## src/rtl/sinc4_pkg.sv

```systemverilog
package sinc4_pkg;
  // Strobes issued by the control module to the datapath
  typedef struct packed {
    logic clear;   // wipe integrators and comb delays
    logic accum;   // take one modulator bit into the integrators
    logic decim;   // decimated tick: advance the comb chain
    logic finish;  // last bit of the conversion: register the result
  } ctlStrobes_t;
endpackage

```

## src/rtl/sinc4_ctrl.sv

```systemverilog
module sinc4_ctrl
  import sinc4_pkg::*;
#(
  parameter int MAX_LOG2 = 9,
  parameter int MIN_LOG2 = 1,
  parameter int LW = 4,
  parameter int SW = 6
) (
  input  logic          clk,
  input  logic          rstN,
  input  logic          start,
  input  logic          sampleEn,
  input  logic [LW-1:0] ratioLog2,
  output ctlStrobes_t   strobe,
  output logic [SW-1:0] normShift
);
  localparam int CW = MAX_LOG2 + 2;

  logic          running;
  logic [CW-1:0] sampleCount;
  logic [LW-1:0] ratioHeld;
  logic [CW-1:0] lastCount;
  logic [CW-1:0] tickMask;

  always_comb begin
    lastCount = (CW'(4) << ratioHeld) - CW'(1);
    tickMask  = (CW'(1) << ratioHeld) - CW'(1);
    normShift = SW'(4 * (MAX_LOG2 - int'(ratioHeld)));
    strobe.clear  = start;
    strobe.accum  = running && sampleEn && !start;
    strobe.decim  = strobe.accum && ((sampleCount & tickMask) == tickMask);
    strobe.finish = strobe.accum && (sampleCount == lastCount);
  end

  always_ff @(posedge clk or negedge rstN) begin
    if (!rstN) begin
      running     <= 1'b0;
      sampleCount <= '0;
      ratioHeld   <= LW'(MAX_LOG2);
    end else if (start) begin
      running     <= 1'b1;
      sampleCount <= '0;
      ratioHeld   <= ratioLog2;
    end else if (strobe.accum) begin
      sampleCount <= sampleCount + CW'(1);
      if (strobe.finish) running <= 1'b0;
    end
  end

  // the captured ratio must be a supported one
  p_ratio_legal_r8: assert property (@(posedge clk) disable iff (!rstN)
    start |-> (int'(ratioLog2) >= MIN_LOG2 && int'(ratioLog2) <= MAX_LOG2));

  // the counter never runs past the final sample of a conversion
  p_count_bound_r3: assert property (@(posedge clk) disable iff (!rstN)
    running |-> (sampleCount <= lastCount));

  // once the last bit is taken, the block stays idle until a new start
  p_idle_after_finish_r9: assert property (@(posedge clk) disable iff (!rstN)
    strobe.finish |=> !running);
endmodule

```

## src/rtl/sinc4_datapath.sv

```systemverilog
module sinc4_datapath
  import sinc4_pkg::*;
#(
  parameter int W = 38,
  parameter int OUT_W = 24,
  parameter int SW = 6
) (
  input  logic             clk,
  input  logic             rstN,
  input  ctlStrobes_t      strobe,
  input  logic [SW-1:0]    normShift,
  input  logic             bitIn,
  output logic [OUT_W-1:0] result,
  output logic             done
);
  localparam int ORDER = 4;
  localparam logic signed [W-1:0] PLUS_ONE  = W'(1);
  localparam logic signed [W-1:0] MINUS_ONE = -W'(1);

  logic signed [W-1:0] integ     [ORDER];
  logic signed [W-1:0] integNext [ORDER];
  logic signed [W-1:0] combDly   [ORDER];
  logic signed [W-1:0] combOut   [ORDER];
  logic signed [W-1:0] sampleVal;
  logic signed [W-1:0] scaled;

  assign sampleVal = bitIn ? PLUS_ONE : MINUS_ONE;

  for (genvar k = 0; k < ORDER; k++) begin : g_stage
    if (k == 0) begin : g_first
      assign integNext[k] = integ[k] + sampleVal;
      assign combOut[k]   = integNext[ORDER-1] - combDly[k];
    end else begin : g_rest
      assign integNext[k] = integ[k] + integNext[k-1];
      assign combOut[k]   = combOut[k-1] - combDly[k];
    end

    always_ff @(posedge clk or negedge rstN) begin
      if (!rstN) begin
        integ[k]   <= '0;
        combDly[k] <= '0;
      end else if (strobe.clear) begin
        integ[k]   <= '0;
        combDly[k] <= '0;
      end else if (strobe.accum) begin
        integ[k] <= integNext[k];
        if (strobe.decim) combDly[k] <= (k == 0) ? integNext[ORDER-1] : combOut[k-1];
      end
    end
  end

  assign scaled = combOut[ORDER-1] <<< normShift;

  always_ff @(posedge clk or negedge rstN) begin
    if (!rstN) begin
      result <= '0;
      done   <= 1'b0;
    end else begin
      done <= strobe.finish;
      if (strobe.finish) result <= scaled[W-1 -: OUT_W];
    end
  end

  // the done strobe lasts a single cycle
  p_done_single_r3: assert property (@(posedge clk) disable iff (!rstN)
    done |=> !done);

  // no result lies beyond the full-scale value
  p_full_scale_r4: assert property (@(posedge clk) disable iff (!rstN)
    done |-> ($signed(result) <= $signed(OUT_W'(1) << (OUT_W-2)) &&
              $signed(result) >= -$signed(OUT_W'(1) << (OUT_W-2))));

  // a start leaves the whole filter empty
  p_clear_empties_r6: assert property (@(posedge clk) disable iff (!rstN)
    strobe.clear |=> (integ[0] == '0 && integ[ORDER-1] == '0 && combDly[ORDER-1] == '0));
endmodule

```

## src/rtl/sinc4_incremental_decimator.sv

```systemverilog
module sinc4_incremental_decimator
  import sinc4_pkg::*;
#(
  parameter int MAX_LOG2 = 9,
  parameter int MIN_LOG2 = 1,
  parameter int OUT_W = 24,
  localparam int LW = $clog2(MAX_LOG2 + 1)
) (
  input  logic             clk,
  input  logic             rstN,
  input  logic             convStart,
  input  logic             sampleEn,
  input  logic             modBit,
  input  logic [LW-1:0]    ratioLog2,
  output logic [OUT_W-1:0] result,
  output logic             resultValid
);
  localparam int W  = 4 * MAX_LOG2 + 2;
  localparam int SW = $clog2(4 * MAX_LOG2 + 1);

  ctlStrobes_t   strobe;
  logic [SW-1:0] normShift;

  sinc4_ctrl #(
    .MAX_LOG2(MAX_LOG2), .MIN_LOG2(MIN_LOG2), .LW(LW), .SW(SW)
  ) i_ctrl (
    .clk(clk), .rstN(rstN), .start(convStart), .sampleEn(sampleEn),
    .ratioLog2(ratioLog2), .strobe(strobe), .normShift(normShift)
  );

  sinc4_datapath #(
    .W(W), .OUT_W(OUT_W), .SW(SW)
  ) i_datapath (
    .clk(clk), .rstN(rstN), .strobe(strobe), .normShift(normShift),
    .bitIn(modBit), .result(result), .done(resultValid)
  );
endmodule

```

## config.mk

```make
export PLATFORM = sky130hd
export DESIGN_NAME = sinc4_incremental_decimator
export DESIGN_NICKNAME = d
export VERILOG_FILES = /design/src/rtl/sinc4_pkg.sv /design/src/rtl/sinc4_ctrl.sv /design/src/rtl/sinc4_datapath.sv /design/src/rtl/sinc4_incremental_decimator.sv
export SDC_FILE = /design/constraint.sdc
export NUM_CORES = 1
export LEC_CHECK = 0
export BUFFER_PORTS_ARGS = -buffer_cell sky130_fd_sc_hd__buf_2
export CAP_MARGIN = 10
export CELL_PAD_IN_SITES_DETAIL_PLACEMENT = 1
export CELL_PAD_IN_SITES_GLOBAL_PLACEMENT = 2
export CORE_AREA = 2 2 277 279
export DETAILED_ROUTE_END_ITERATION = 10
export DIE_AREA = 0 0 279 281
export GPL_ROUTABILITY_DRIVEN = 0
export GPL_TIMING_DRIVEN = 1
export PLACE_DENSITY = 0.91
export SETUP_SLACK_MARGIN = 0.4
export SLEW_MARGIN = 0
export SYNTH_ARGS = -nofsm -noshare
export SYNTH_HDL_FRONTEND = slang
export SYNTH_SLANG_ARGS = --single-unit
export TNS_END_PERCENT = 10
```

## constraint.sdc

```tcl
create_clock -name clk -period 16.5 [get_ports clk]
set_clock_uncertainty 0.2 [all_clocks]
set_input_delay 3.3 -clock clk [delete_from_list [all_inputs] [get_ports clk]]
set_output_delay 3.3 -clock clk [all_outputs]
set_load 0.02 [all_outputs]
```

==> run_results.csv, run 1 <==
group,metric,value,unit
cts,cts_buffer_depth,3,
route,route.vias.total,27680,
floorplanning,die_area,78400,um2
status,status,"completed",
cts,cts_tree,"built",
sta,hold_violations,0,
critical_path,cp_max_fo,4,
floorplanning,start_util,39.61,%
logic_synthesis,synth-edff-count,0,
floorplanning,rows,101,
logic_synthesis,netlist_area,29880,um2
critical_path,timing.rr.end,"i_datapath.result[23]",
final_layout,final_cell_area,35340,um2
cts,clock-root-buffer,"clkbuf_16",
logic_synthesis,yosysWarnings,0,
route,via_per_inst,5.488,
critical_path,cp_common_cell,"a21oi_2",
sta,period_needed,15.54,ns
floorplanning,die_w,279,um
logic_synthesis,mappedNetlistNets,4110,
sta,tightest_slew,1.221,ns
cts,worstSkewPairLatency,0.61,ns
cts,numCtsBuffers,46,
place,io_buffers,33,
logic_synthesis,synth_area_per_cell,7.911,um2
worst_hold_path,min_path_cells,2,
grt,grt_pass1_wl,146.3,mm
cts,htree_levels,2,
sta,final-setup-viol-count,0,
critical_path,crit_type,"input port to flip-flop",
grt,antenna_found_initial,0,
place,place_area,32930,um2
cts,cts_hold_buf,0,
logic_synthesis,ys_seq_area_share,28.90,%
critical_path,startpoint,"modBit",
grt,grt_usage,22.23,%
sta,rsz0062_at_grt,"true",
logic_synthesis,syn_inst,3777,
route,finalWirelength,89.04,mm
floorplanning,die_h,281,um
route,drt_iter0_markers,1234,
sta,fmax,64.33,MHz
sta,relSlewSlack,18.62,%
logic_synthesis,synthArstFlopShare,100.0,%
cts,clk_pin_slew,0.06,ns
route,drc_errors,0,
critical_path,r2r_start,"i_datapath.integ[114]",
logic_synthesis,synth_cell_types,96,
final_layout,layout-drive-gt1-share,14.93,%
grt,grt_pass1_vias,28658,
logic_synthesis,ys.flop_type,"dfrtp_1",
final_layout,regArea,8636,um2
sta,post-route-period-util,94.21,%
final_layout,multiInputGateArea,20570,um2
final_layout,area.growth.synth_to_final,18.27,%
floorplanning,ioPinCount,34,
critical_path,worstSetupStartpointType,"input port",
logic_synthesis,ys_seq_elements,345,
final_layout,fin_nets,4365,
critical_path,r2r_cells,73,
critical_path,cp_slowest_cell,"fa_2",
route,ant_nets,0,
worst_hold_path,hp-start,"i_datapath.result[6]",
final_layout,num_antenna_cells,0,
critical_path,critPathMaxStageDelay,0.43,ns
grt,overflow,0,
route,avgRoutedWirePerCell,17.65,um
cts,cts.sinks,345,
critical_path,arrival,15.84,ns
sta,fin_setup_tns,0,ns
critical_path,r2r_setup_slack,3.52,ns
final_layout,fill_cells,9152,
place,hpwl,63.24,mm
sta,maxSlewViolCount,0,
worst_hold_path,hold_path.class,"flip-flop to flip-flop",
critical_path,cp-end-kind,"flip-flop",
critical_path,cp.required,16.80,ns
run,drv_cap,0,
worst_hold_path,holdPathEnd,"i_datapath.result[6]",
route,firstDrtPassIters,5,
grt,grt_max_degree,133,
floorplanning,core,75440,um2
-- kinds of logic after synthesis --
kind of cell / Yosys count / synth area share [%]
compound gates: 1187 / 24.64
buf+inv: 385 / 4.962
mux: 29 / 1.085
xor+xnor: 287 / 8.647
simple gates: 1220 / 17.99
flops: 345 / 28.90
fa+ha+maj: 324 / 13.77
-- area by class of cell --
type / count / share of cell area, %
clock inverters: 5 / 0.1452
flip-flops and latches: 345 / 24.44
inverters: 248 / 2.645
clock buffers: 77 / 3.926
well taps: 978 / 3.463
repair buffers: 344 / 7.184
multi-input cells: 3047 / 58.20
-- synth_stat cells, drive strengths merged, types with 32 or more instances --
library cell    n  area, um2
o21bai         53      397.9
nand3          48      240.2
inv           247      927.1
a21o          144       1086
ha            316       3954
o21ai         172      883.3
a31oi          37      252.7
xor2           91      804.5
a211oi         38      295.3
o21a           48      360.4
nor2          198      743.2
nor2b          36      225.2
xnor2         193       1709
clkbuf        124      495.5
dfrtp         343       8583
a21oi         538       2708
and3           32      200.2
nand4          32      200.2
nand2         700       2630
nor3           54      270.3
-- how the worst max path moves through the flow --
stage | endpoint | slack (ns)
after detailed placement | i_datapath.result[23] | -0.32
after global placement | i_datapath.result[23] | 0.03
after floorplan | i_datapath.result[23] | 0.42
after CTS | i_datapath.result[23] | 0.40
final | i_datapath.result[23] | 0.96
after global routing | i_datapath.result[23] | 0.12
-- metal layers --
layer,track usage [%],share of wire [%],vias to the layer above
li1,-,-,13713
met1,29.95,48,13617
met2,38.55,48,257
met3,2.336,2.4,93
met4,4.522,1.7,0
met5,0,0,-
-- critical path, delay by kind of cell --
family	cells	cell delay, ns
buf+inv	8	1.14
xor+xnor	9	1.53
fa+ha+maj	8	2.61
compound gates	33	5.15
simple gates	17	2.11
-- state kept, by name, summed over array words and instances (netlist names) --
| signal | flops |
|---|---|
| i_datapath.combDly | 152 |
| i_datapath.integ | 152 |
| i_datapath.result | 24 |
| i_ctrl.sampleCount | 11 |
| i_ctrl.ratioHeld | 4 |
| i_ctrl.running | 1 |
| i_datapath.done | 1 |
-- what timing repair did --
item / 4_1_cts / 5_1_grt
endpoints found under the setup margin: 9 / 19
pin swaps: 2 / 81
buffers inserted: 1 / 31
gates resized for setup: 10 / 154
-- placed cells by master (no fill, tap or decap), types with 26 or more instances in the layout --
master / count
nor2_1: 191
nand2_1: 697
inv_1: 245
xnor2_1: 173
buf_4: 310
a211oi_1: 33
nand2b_1: 28
and3_1: 29
nand3_1: 47
o21ai_1: 26
a21oi_1: 502
o21a_1: 47
o21ai_0: 137
nand4_1: 32
clkbuf_16: 46
ha_1: 310
o21bai_1: 52
nor2b_1: 34
a31oi_1: 29
a21oi_2: 35
xor2_1: 80
nor3_1: 49
a21o_1: 140
buf_2: 30
dfrtp_1: 343
-- per-stage QoR --
stage	setup WS, ns	hold slack [ns]	util, %	std cells
global route	0.1230	0.3106	46.84	5044
finish	0.9551	0.2661	46.84	5044
global placement	0.03289	0.2627	43.64	4930
CTS	0.4020	0.2729	45.63	5013
detailed placement	-0.3153	0.2604	43.64	4930
floorplan	0.4182	0.2587	-	3777
Power of run 1 is left out: the tool's default activity adds up to more than one toggle a clock period on the data nets, which glitch-free logic cannot reach.
==> inputs of run 2 (changes only) <==
Settings changed: ABC_AREA from default to 1, CORE_AREA 2 2 277 279 to 2 2 274 276, DIE_AREA 0 0 279 281 to 0 0 276 278, PLACE_DENSITY 0.91 to 0.9.
==> run_results.csv, run 2 <==
group,metric,value,unit
critical_path,arrival,15.33,ns
logic_synthesis,synth_cell_types,73,
logic_synthesis,synthArstFlopShare,100.0,%
route,route.vias.total,25294,
status,status,"complete, but fails checks",
logic_synthesis,ys_seq_area_share,30.34,%
critical_path,cpLargestDelayFamily,"compound AO/OA/AOI/OAI gates",
logic_synthesis,ys.flop_type,"dfrtp_1",
final_layout,finalNonFillerCells,4752,
critical_path,crit_type,"input port to flip-flop",
floorplanning,start_util,38.56,%
cts,cts_hold_buf,0,
logic_synthesis,yosysTopAreaCell,"dfrtp_1",
critical_path,r2r_start,"i_datapath.integ[114]",
sta,fin_setup_tns,0,ns
sta,hold_violations,0,
critical_path,r2r_cells,70,
worst_hold_path,min_path_cells,2,
place,io_buffers,33,
logic_synthesis,synth_top_area_share,30.15,%
cts,cts.sinks,345,
sta,tightest_slew,1.015,ns
cts,cts_buffer_depth,3,
cts,clk_pin_slew,0.05,ns
final_layout,fin_nets,4079,
cts,htree_levels,2,
grt,grt_pass1_wl,138.7,mm
final_layout,layout_commonest_cell,"nand2_1",
logic_synthesis,synthTopCellsByArea,"dfrtp_1, ha_1, nand2_1",
logic_synthesis,ys_seq_elements,345,
floorplanning,core,73820,um2
logic_synthesis,netlist_area,28470,um2
grt,grt_usage,21.74,%
worst_hold_path,holdPathEnd,"i_datapath.result[9]",
logic_synthesis,ys_top_cells_by_count,"nand2_1, inv_1, dfrtp_1",
floorplanning,rows,100,
route,avgRoutedWirePerCell,17.58,um
floorplanning,die_area,76730,um2
place,dp_cells,4655,
worst_hold_path,hold_path.class,"flip-flop to flip-flop",
sta,rsz0062_at_grt,"false",
run,drv_cap,0,
floorplanning,die_w,276,um
critical_path,cp.required,16.79,ns
critical_path,cp_slowest_cell,"o31ai_1",
final_layout,final_cell_mix,"nand2_1, inv_1, dfrtp_1, a21oi_1, ha_1",
logic_synthesis,synth_area_per_cell,7.653,um2
status,violations,"design-rule violations",
cts,numCtsBuffers,48,
logic_synthesis,yosysMostFrequentCell,"nand2_1",
logic_synthesis,synth-edff-count,0,
critical_path,cp-end-kind,"flip-flop",
critical_path,critPathMaxStageDelay,0.52,ns
logic_synthesis,syn_inst,3720,
critical_path,r2r_setup_slack,4.10,ns
critical_path,cp_common_cell,"nand2_1",
floorplanning,die_h,278,um
route,drt_iter0_markers,1241,
critical_path,worstSetupStartpointType,"input port",
final_layout,reg_top3,"i_datapath.combDly: 152 flops, i_datapath.integ: 152 flops, i_datapath.result: 24 flops",
route,drc_errors,1,
critical_path,timing.rr.end,"i_datapath.result[23]",
route,firstDrtPassIters,7,
route,ant_nets,0,
sta,relSlewSlack,32.34,%
critical_path,cp_max_fo,6,
route,finalWirelength,83.56,mm
worst_hold_path,hp-start,"i_datapath.result[9]",
floorplanning,ioPinCount,34,
cts,clock-root-buffer,"clkbuf_16",
critical_path,critPathBufInv,10,
grt,antenna_found_initial,0,
cts,worstSkewPairLatency,0.62,ns
grt,grt_max_degree,88,
sta,fmax,66.48,MHz
sta,final-setup-viol-count,0,
final_layout,layout-drive-gt1-share,7.322,%
grt,grt_pass1_vias,26391,
sta,maxSlewViolCount,0,
place,hpwl,62.59,mm
cts,cts_tree,"built",
logic_synthesis,mappedNetlistNets,4053,
final_layout,area.growth.synth_to_final,10.53,%
sta,period_needed,15.04,ns
final_layout,num_antenna_cells,0,
grt,overflow,0,
route,via_per_inst,5.323,
sta,post-route-period-util,91.16,%
logic_synthesis,yosysWarnings,0,
run 2: logic make-up after synthesis:
logic type	count (synthesis)	share of synthesized area [%]
simple gates	1155	16.70
compound gates	1024	21.73
fa+ha+maj	324	14.45
mux	5	0.1758
buf+inv	593	8.127
xor+xnor	274	8.483
flops	345	30.34
run 2: timing repair:
| item | 4_1_cts | 5_1_grt |
|---|---|---|
| buffers inserted | 0 | 10 |
| endpoints found under the setup margin | 0 | 10 |
| resized for setup | 0 | 40 |
run 2: how the worst max path moves through the flow:
| stage | from | endpoint | slack [ns] | cells past startpoint |
|---|---|---|---|---|
| 5_1_grt | modBit | i_datapath.result[23] | 0.31 | 74 |
| 3_3_place_gp | modBit | i_datapath.result[23] | 0.86 | 70 |
| 4_1_cts | modBit | i_datapath.result[23] | 0.89 | 71 |
| 6_report | modBit | i_datapath.result[23] | 1.46 | 72 |
| 2_1_floorplan | modBit | i_datapath.result[23] | 2.22 | 73 |
| 3_5_place_dp | modBit | i_datapath.result[23] | 0.42 | 70 |
run 2: tightest hold or removal path, stage by stage, from the launching register on:
cell	delay (ns)
dfrtp_1	0.33
nand2_1	0.05
nand2_1	0.05
run 2: through the flow:
stage          hold WS, ns  setup slack, ns  cell area [um2]  util (%)
4_1_cts             0.2765           0.8923            31240     42.31
5_1_grt             0.3041           0.3071            31460     42.62
3_5_place_dp        0.2621           0.4170            29610     40.11
2_1_floorplan       0.2420            2.223            28470         -
3_3_place_gp        0.2564           0.8615            29610     40.11
6_report            0.2719            1.458            31460     42.62
run 2: final cells by class:
class	instances	area (um2)
clock buffer	78	1495
clock inverter	9	133.9
fill	9172	42360
inverter	508	1913
multi-input combinational	2782	17690
sequential	345	8636
tap	969	1212
timing repair buffer	61	386.6
run 2: per-layer routing:
| metal | wire (um) | vias to the layer above | track usage (%) |
|---|---|---|---|
| li1 | - | 12604 | - |
| met1 | 41570 | 12335 | 30.35 |
| met4 | 1860 | 0 | 5.493 |
| met3 | 2152 | 96 | 2.309 |
| met5 | 0 | - | 0 |
| met2 | 37980 | 259 | 35.95 |
Power of run 2 is left out for the same reason.
